## src/rtl/cpwm_pkg.sv

```systemverilog
package cpwm_pkg;
  // set/clear request pair for one output leg
  typedef struct packed {
    logic set;
    logic clr;
  } leg_evt_t;

  localparam int unsigned LEG_P = 0;
  localparam int unsigned LEG_N = 1;
  localparam int unsigned NUM_LEGS = 2;
endpackage

```

## src/rtl/cpwm_counter.sv

```systemverilog
module cpwm_counter #(
  parameter int unsigned CNT_W = 16
) (
  input  logic             clk,
  input  logic             rst,
  input  logic             en,
  input  logic [CNT_W-1:0] reload_val,
  input  logic [CNT_W-1:0] cmp_val,
  output logic             rld_evt,
  output logic             mat_evt,
  output logic             reload_pulse
);
  localparam logic [CNT_W-1:0] CNT_START = CNT_W'(1);

  logic [CNT_W-1:0] cnt;

  // reload has priority; a match on the reload count is swallowed
  always_comb begin
    rld_evt = en && (cnt >= reload_val);
    mat_evt = en && !rld_evt && (cnt == cmp_val);
  end

  always_ff @(posedge clk) begin
    if (rst || !en) begin
      cnt          <= CNT_START;
      reload_pulse <= 1'b0;
    end else begin
      cnt          <= rld_evt ? CNT_START : cnt + CNT_W'(1);
      reload_pulse <= rld_evt;
    end
  end
endmodule

```

## src/rtl/cpwm_evt_route.sv

```systemverilog
module cpwm_evt_route
  import cpwm_pkg::*;
(
  input  logic     pol,
  input  logic     rld_evt,
  input  logic     mat_evt,
  output leg_evt_t leg_evt  [NUM_LEGS],
  output logic     idle_lvl [NUM_LEGS]
);
  // leg index xor polarity picks which event raises the leg
  for (genvar g = 0; g < NUM_LEGS; g++) begin : g_leg
    localparam logic INV = (g == LEG_N);
    logic swap;
    assign swap            = pol ^ INV;
    assign leg_evt[g].set  = swap ? rld_evt : mat_evt;
    assign leg_evt[g].clr  = swap ? mat_evt : rld_evt;
    assign idle_lvl[g]     = swap;
  end
endmodule

```

## src/rtl/cpwm_dt_leg.sv

```systemverilog
module cpwm_dt_leg
  import cpwm_pkg::*;
#(
  parameter int unsigned DT_W = 8
) (
  input  logic            clk,
  input  logic            rst,
  input  logic            en,
  input  logic            idle_lvl,
  input  leg_evt_t        evt,
  input  logic [DT_W-1:0] dead,
  output logic            out
);
  logic            pend;
  logic [DT_W-1:0] dly;

  always_ff @(posedge clk) begin
    if (rst || !en) begin
      out  <= idle_lvl;
      pend <= 1'b0;
      dly  <= '0;
    end else if (evt.clr) begin
      // falls are immediate and cancel a pending rise
      out  <= 1'b0;
      pend <= 1'b0;
    end else if (evt.set && dead == '0) begin
      out  <= 1'b1;
      pend <= 1'b0;
    end else if (evt.set && !out && !pend) begin
      pend <= 1'b1;
      dly  <= dead - DT_W'(1);
    end else if (pend) begin
      if (dly == '0) begin
        out  <= 1'b1;
        pend <= 1'b0;
      end else begin
        dly <= dly - DT_W'(1);
      end
    end
  end
endmodule

```

## src/rtl/cpwm_deadtime.sv

```systemverilog
module cpwm_deadtime
  import cpwm_pkg::*;
#(
  parameter int unsigned CNT_W = 16,
  parameter int unsigned DT_W  = 8
) (
  input  logic             clk,
  input  logic             rst,
  input  logic             en,
  input  logic [CNT_W-1:0] reload_val,
  input  logic [CNT_W-1:0] cmp_val,
  input  logic             pol,
  input  logic [DT_W-1:0]  dead_cnt,
  output logic             out_p,
  output logic             out_n,
  output logic             reload_pulse
);
  logic     rld_evt;
  logic     mat_evt;
  leg_evt_t leg_evt  [NUM_LEGS];
  logic     idle_lvl [NUM_LEGS];
  logic     leg_out  [NUM_LEGS];

  cpwm_counter #(.CNT_W(CNT_W)) u_cnt (
    .clk          (clk),
    .rst          (rst),
    .en           (en),
    .reload_val   (reload_val),
    .cmp_val      (cmp_val),
    .rld_evt      (rld_evt),
    .mat_evt      (mat_evt),
    .reload_pulse (reload_pulse)
  );

  cpwm_evt_route u_route (
    .pol      (pol),
    .rld_evt  (rld_evt),
    .mat_evt  (mat_evt),
    .leg_evt  (leg_evt),
    .idle_lvl (idle_lvl)
  );

  for (genvar g = 0; g < NUM_LEGS; g++) begin : g_leg
    cpwm_dt_leg #(.DT_W(DT_W)) u_leg (
      .clk      (clk),
      .rst      (rst),
      .en       (en),
      .idle_lvl (idle_lvl[g]),
      .evt      (leg_evt[g]),
      .dead     (dead_cnt),
      .out      (leg_out[g])
    );
  end

  assign out_p = leg_out[LEG_P];
  assign out_n = leg_out[LEG_N];
endmodule

```

## config.mk

```make
export PLATFORM = sky130hd
export DESIGN_NAME = cpwm_deadtime
export DESIGN_NICKNAME = d
export VERILOG_FILES = /design/src/rtl/cpwm_pkg.sv /design/src/rtl/cpwm_counter.sv /design/src/rtl/cpwm_evt_route.sv /design/src/rtl/cpwm_dt_leg.sv /design/src/rtl/cpwm_deadtime.sv
export SDC_FILE = /design/constraint.sdc
export NUM_CORES = 1
export LEC_CHECK = 0
export BUFFER_PORTS_ARGS = -buffer_cell sky130_fd_sc_hd__buf_2
export CORE_ASPECT_RATIO = 2
export CORE_MARGIN = 4
export CORE_UTILIZATION = 56
export CTS_CLUSTER_DIAMETER = 30
export DETAILED_ROUTE_END_ITERATION = 16
export PLACE_DENSITY = 0.79
export SKIP_CTS_REPAIR_TIMING = 1
export SYNTH_ARGS = -nofsm -noshare
export SYNTH_HDL_FRONTEND = slang
export SYNTH_HIERARCHICAL = 1
export SYNTH_SLANG_ARGS = --single-unit
```

## constraint.sdc

```tcl
create_clock -name clk -period 10.2 [get_ports clk]
set_clock_uncertainty 0.2 [all_clocks]
set_input_delay 2.04 -clock clk [delete_from_list [all_inputs] [get_ports clk]]
set_output_delay 2.04 -clock clk [all_outputs]
set_load 0.01 [all_outputs]
```

==> results of run 1 <==
==> final cells by class <==
class                           instances  share of cell area (%)
Inverter                               24                    2.79
Clock buffer                            5                    2.13
Timing Repair Buffer                   48                    7.59
Sequential cell                        37                    23.5
Tap cell                               57                    2.21
Clock inverter                          3                    2.01
Multi-Input combinational cell        273                    59.7
==> cells in the mapped netlist (3+ instances only) <==
cell type / instances / share of area [%]
a31oi_1: 6 / 1.3
o31a_1: 3 / 0.90
nor4_1: 3 / 0.65
mux2i_1: 4 / 1.4
clkbuf_1: 3 / 0.39
nand2_1: 18 / 2.3
a21oi_1: 21 / 3.6
nor3b_1: 6 / 1.5
nand2b_1: 6 / 1.3
nand4_1: 8 / 1.7
ha_1: 19 / 8.2
dfxtp_1: 35 / 24
o21ai_1: 4 / 0.69
or4_1: 4 / 1.0
buf_4: 6 / 1.5
nand3_1: 8 / 1.4
o21ai_0: 14 / 2.4
xnor2_1: 29 / 8.7
nor2_1: 45 / 5.8
nor3_1: 14 / 2.4
and3_1: 3 / 0.65
xor2_1: 3 / 0.90
inv_1: 24 / 3.1
==> cells in the final DEF, fill, tap and decap left out, types with 3 or more instances in the layout <==
| cell | Yosys | layout |
|---|---|---|
| buf_2 | 2 | 46 |
| nor2_1 | 45 | 45 |
| dfxtp_1 | 35 | 35 |
| xnor2_1 | 29 | 29 |
| inv_1 | 24 | 24 |
| a21oi_1 | 21 | 21 |
| ha_1 | 19 | 19 |
| nand2_1 | 18 | 18 |
| nor3_1 | 14 | 14 |
| o21ai_0 | 14 | 14 |
| nand3_1 | 8 | 8 |
| nand4_1 | 8 | 8 |
| nor3b_1 | 6 | 6 |
| a31oi_1 | 6 | 6 |
| nand2b_1 | 6 | 6 |
| clkbuf_8 | 2 | 5 |
| mux2i_1 | 4 | 4 |
| or4_1 | 4 | 4 |
| o21ai_1 | 4 | 4 |
| nor4_1 | 3 | 3 |
| o31a_1 | 3 | 3 |
| and3_1 | 3 | 3 |
| xor2_1 | 3 | 3 |
==> power breakdown <==
part	switching, mW	internal [mW]	leakage (nW)
Combinational	0.0194	0.0163	0.949
Clock	0.0575	0.0972	0.0681
Sequential	0.00158	0.147	0.302
==> cells by family (layout without fill, tap and decap cells) <==
group	count (synthesis)	count (layout)	share of synthesized area, %
AOI/OAI and AO/OA	86	86	23.2
xor gates and xnor gates	32	32	9.63
adders and majority gates	19	19	8.17
buffers and inverters	40	80	7.48
DFF	37	37	26.2
muxes	6	6	2.15
and+or+nand+nor	130	130	23.2
==> sequential cells by signal, indices dropped and copies added, names as in the netlist <==
signal and flops:
g_leg.u_leg/dly 16, g_leg.u_leg/pend 2, u_cnt/cnt 16, g_leg.u_leg/out 2, u_cnt/reload_pulse 1
==> metal layers <==
| metal | GRT usage, % | part of all wire [%] |
|---|---|---|
| met2 | 44.4 | 54 |
| met4 | 15.2 | 5.5 |
| met3 | 4.23 | 5.7 |
| met5 | 0 | 0 |
| met1 | 23.2 | 35 |
==> worst paths after layout <==
path	start	to	slack, ns	cells past startpoint
max	reload_val[13]	g_leg[0].u_leg/dly[4]	4.44	18
min	g_leg[1].u_leg/dly[0]	g_leg[1].u_leg/dly[0]	0.30	2
max reg2reg	u_cnt/cnt[13]	g_leg[0].u_leg/dly[4]	5.83	16
min reg2reg	g_leg[1].u_leg/dly[0]	g_leg[1].u_leg/dly[0]	0.30	2
==> worst register-to-register path, stage by stage, from the launching register on <==
cell and delay, ns:
dfxtp_1 0.46, ha_1 0.29, a211o_1 0.33, a221oi_4 0.36
o21ai_2 0.09, o21ba_4 0.23, and4_1 0.18, mux2_2 0.22
nor3b_1 0.21, buf_4 0.24, mux2i_1 0.25, ha_1 0.37
nor3b_1 0.30, xnor2_1 0.16, nor2_1 0.07, o21ai_0 0.21
a21oi_1 0.10
==> metrics, run 1 <==
CTS Buf Count=5; sequential share of the synthesized area=26.2%; element type at the critical path end=flip-flop; WP data arrival=5.74 ns; multi-input logic area=0.00193 mm^2; number of synthesized flops with an enable pin=2; First DRT Iteration DRCs=98; pin count of the biggest net entering global routing=17; Routed WL=7070 um; post-route total power=0.339 mW; CP top delay family=compound AO/OA/AOI/OAI gates; critical path class=in -> reg; LEAKAGE=1.32 nW; Hold Path Class=reg -> reg; setup_tns=0 ns; Finish-stage setup viols=0; Post-synth ARST share=0%; first-pass GRT wire length=11800 um; Worst VDD drop=0.110 mV; fin util=65.2%; post-DP HPWL=5530 um; post-route ant nets=0; diode count=0; share of cells above drive strength 1=22.1%; FILL cells=460; crit-path cells=buf_2, inv_1, ha_1, a211o_1, a221oi_4, o21ai_2, o21ba_4, and4_1, mux2_2, nor3b_1, buf_4, mux2i_1, ha_1, nor3b_1, xnor2_1, nor2_1, o21ai_0, a21oi_1; Reg area=761 um^2; I/O pin cnt=47; Fin Hold WS=0.301 ns; slack of the critical path=4.44 ns; Starting Density=58.7%; Cell Area, Synth=0.00291 mm^2; Core Box Area=0.00495 mm^2; Slowest-stage cell, CP=ha_1; H-tree levels=2; Tcrit/Tclk final=56.5%; clock-pin slew on the worst setup and hold paths=0.08 ns; Final nets=452; CP max FO=12; DRC=0; CP peak stage delay=0.37 ns; Chip Height=110 um; routability cong.=0.843; clock buffer depth=2; Pins Over Slew Limit=0; Die Width=59.0 um; dpl cell area=0.00310 mm^2; #FFs+latches synth=37; initial antenna violation count=0; Worst Path Required=10.18 ns; DR pass1 iterations=4; final hold vios=0; clock root buffer=clkbuf_8; status=complete, no violations; area grow syn2layout=11.1%; drt via density=5.97; max frequency=174 MHz; CTS tree=yes; CP startpoint kind=input pin; vias in the first global route=2647; Die Area=0.00648 mm^2; RSZ-0062 raised after global routing=no; Synth cell types=62; num rows=36; WL/cell=15.8 um; Worst-Skew Late Latency=0.30 ns; Primary FF master, synth=dfxtp_1; GRT Total Usage=23.9%; Placement Setup Slack=4.29 ns; YS warnings=6; max-cap violations=0; grt total ovfl=0; DR vias=2669; Slew HR=59.5%; Buf+Inv Stages, Crit Path=3; Worst-Margin Slew=0.603 ns; fin cells=447; Port Buffers=46; Syn Nets=413; Cells after DPL=439; Final Cell Area=0.00323 mm^2; Clock Sinks=37; mean post-synth cell area=8.31 um^2; PwrDens=105 mW/mm^2; Final min period=5.76 ns; cell count after synthesis=350
No activity file was read; power rests on OpenSTA's default activity.
==> run 2, diff against run 1 <==
clock period = 5.4 ns   (was 10.2 ns; I/O delays follow)
==> run 2 against run 1 <==
  * Global-route usage fell by 0.87 points
  * Worst setup slack got worse by 3.8 ns
  * Clock power rose by 32%
  * Total power rose by 63%
  * Critical endpoint unchanged
  * Largest power group is now registers
==> metrics, run 2 (synthesized netlist as in run 1, its figures left out) <==
routability cong.=0.870 (was 0.843); biggest regs=g_leg.u_leg/dly: 16 flops, u_cnt/cnt: 16 flops (unchanged); dpl cell area=0.00310 mm^2 (unchanged); first-pass GRT wire length=11600 um (was 11800 um); Tcrit/Tclk final=88.7%; Core Box Area=0.00495 mm^2 (unchanged); post-route total power=0.552 mW (was 0.339 mW); max-cap violations=0 (unchanged); met1 usage=23.1% (was 23.2%); most frequent cells in the layout=buf_2 (46), nor2_1 (45), dfxtp_1 (35) (unchanged); final hold vios=0 (unchanged); CP max FO=11 (was 12); Final Cell Area=0.00319 mm^2 (was 0.00323 mm^2); num rows=36 (unchanged); CTS tree=yes (unchanged); LEAKAGE=1.30 nW (was 1.32 nW); Worst Path Required=5.37 ns (was 10.18 ns); critical path class=in -> reg (unchanged); pin count of the biggest net entering global routing=17 (unchanged); clock buffer depth=2 (unchanged); Worst-Skew Late Latency=0.29 ns (was 0.30 ns); post-DP HPWL=5540 um (was 5530 um); diode count=0 (unchanged); share of cells above drive strength 1=21.5% (was 22.1%); Hold Path Class=reg -> reg (unchanged); grt total ovfl=0 (unchanged); clock-pin slew on the worst setup and hold paths=0.08 ns (about the same); Die Area=0.00648 mm^2 (unchanged); commonest non-fill, non-tap cell in the layout=buf_2 (unchanged); Worst VDD drop=0.141 mV (was 0.110 mV); Port Buffers=46 (unchanged); slack of the critical path=0.608 ns (was 4.44 ns); WL/cell=15.8 um (about the same); setup_tns=0 ns (unchanged); element type at the critical path end=flip-flop (unchanged); Fin Hold WS=0.296 ns (was 0.301 ns); DR vias=2665 (was 2669); Final nets=452 (unchanged); Worst-Margin Slew=0.631 ns (was 0.603 ns); Chip Height=110 um (unchanged); area grow syn2layout=9.59% (was 11.1%); Final min period=4.79 ns; clock root buffer=clkbuf_8 (unchanged); vias in the first global route=2567 (was 2647); DRC=0 (unchanged); CP startpoint kind=input pin (unchanged); GRT Total Usage=23.1% (was 23.9%); met3 usage=3.76% (was 4.23%); CP peak stage delay=0.42 ns (was 0.37 ns); DR pass1 iterations=4 (unchanged); WP data arrival=4.76 ns (was 5.74 ns); initial antenna violation count=0 (unchanged); Starting Density=58.7% (unchanged); status=complete, no violations (unchanged); Slowest-stage cell, CP=a2111oi_2 (was ha_1); Finish-stage setup viols=0 (unchanged); drt via density=5.96 (was 5.97); CTS Buf Count=5 (unchanged); H-tree levels=2 (unchanged); Pins Over Slew Limit=0 (unchanged); fin cells=447 (unchanged); Die Width=59.0 um (unchanged); post-route ant nets=0 (unchanged); PwrDens=173 mW/mm^2 (was 105 mW/mm^2); Routed WL=7050 um (was 7070 um); Cells after DPL=439 (unchanged); First DRT Iteration DRCs=74 (was 98); FILL cells=449 (was 460); RSZ-0062 raised after global routing=no (unchanged); crit-path cells=buf_2, ha_1, nand2b_1, a2111oi_2, o31a_1, o21ba_4, and4_1, mux2_2, nor3b_1, buf_4, mux2i_1, ha_1, nor3b_1, xnor2_1, nor2_1, o21ai_0, a21oi_1 (was buf_2, inv_1, ha_1, a211o_1, a221oi_4, o21ai_2, o21ba_4, and4_1, mux2_2, nor3b_1, buf_4, mux2i_1, ha_1, nor3b_1, xnor2_1, nor2_1, o21ai_0, a21oi_1); Placement Setup Slack=0.312 ns (was 4.29 ns); Clock Sinks=37 (unchanged); fin util=64.3% (was 65.2%); M2 GR Usage=43.8% (was 44.4%); busiest metal layer after global routing=met2 (unchanged); I/O pin cnt=47 (unchanged); max frequency=209 MHz; Slew HR=57.6% (was 59.5%)
## run 2: cell types whose count changed in the layout (fill, tap and decap cells not counted), sizes merged
| cell | previous run | this run |
|---|---|---|
| clkbuf | 5 | 8 |
| clkinv | 1 | 0 |
| bufinv | 2 | 0 |
## run 2: routing by layer
metal | part of all wire, % | up-vias
li1 | - | 1328
met1 | 37 | 1232
met2 | 55 | 81
met3 | 5.0 | 24
met4 | 3.6 | 0
met5 | 0 | -
## run 2: worst max-delay path, delay by kind of cell
| family | cells | cell delay (ns) |
|---|---|---|
| compound gates | 5 | 1.12 |
| simple gates | 5 | 0.97 |
| fa+ha+maj | 2 | 0.61 |
| mux | 2 | 0.47 |
| buf+inv | 2 | 0.36 |
| xor+xnor | 1 | 0.15 |
## run 2: path summary, 6_finish.rpt
path,from,end,slack [ns],cells after the start
min,g_leg[1].u_leg/dly[0],g_leg[1].u_leg/dly[0],0.30,2
max,reload_val[0],g_leg[0].u_leg/dly[4],0.61,17
max reg2reg,u_cnt/cnt[0],g_leg[0].u_leg/dly[4],1.06,17
min reg2reg,g_leg[1].u_leg/dly[0],g_leg[1].u_leg/dly[0],0.30,2
## run 2: cell type report
cell class / instances / area, um^2 / share of cell area (%)
Multi-Input combinational cell: 273 / 1930 / 60.6
Inverter: 24 / 90.1 / 2.83
Clock buffer: 8 / 90.1 / 2.83
Timing Repair Buffer: 48 / 245 / 7.69
Tap cell: 57 / 71.3 / 2.24
Sequential cell: 37 / 761 / 23.9
## run 2: report_power, final
group / total, mW / internal (mW) / switching, mW
Clock: 0.205 / 0.104 / 0.100
Combinational: 0.0669 / 0.0307 / 0.0362
Sequential: 0.281 / 0.278 / 0.00293
Total: 0.552 / 0.413 / 0.139
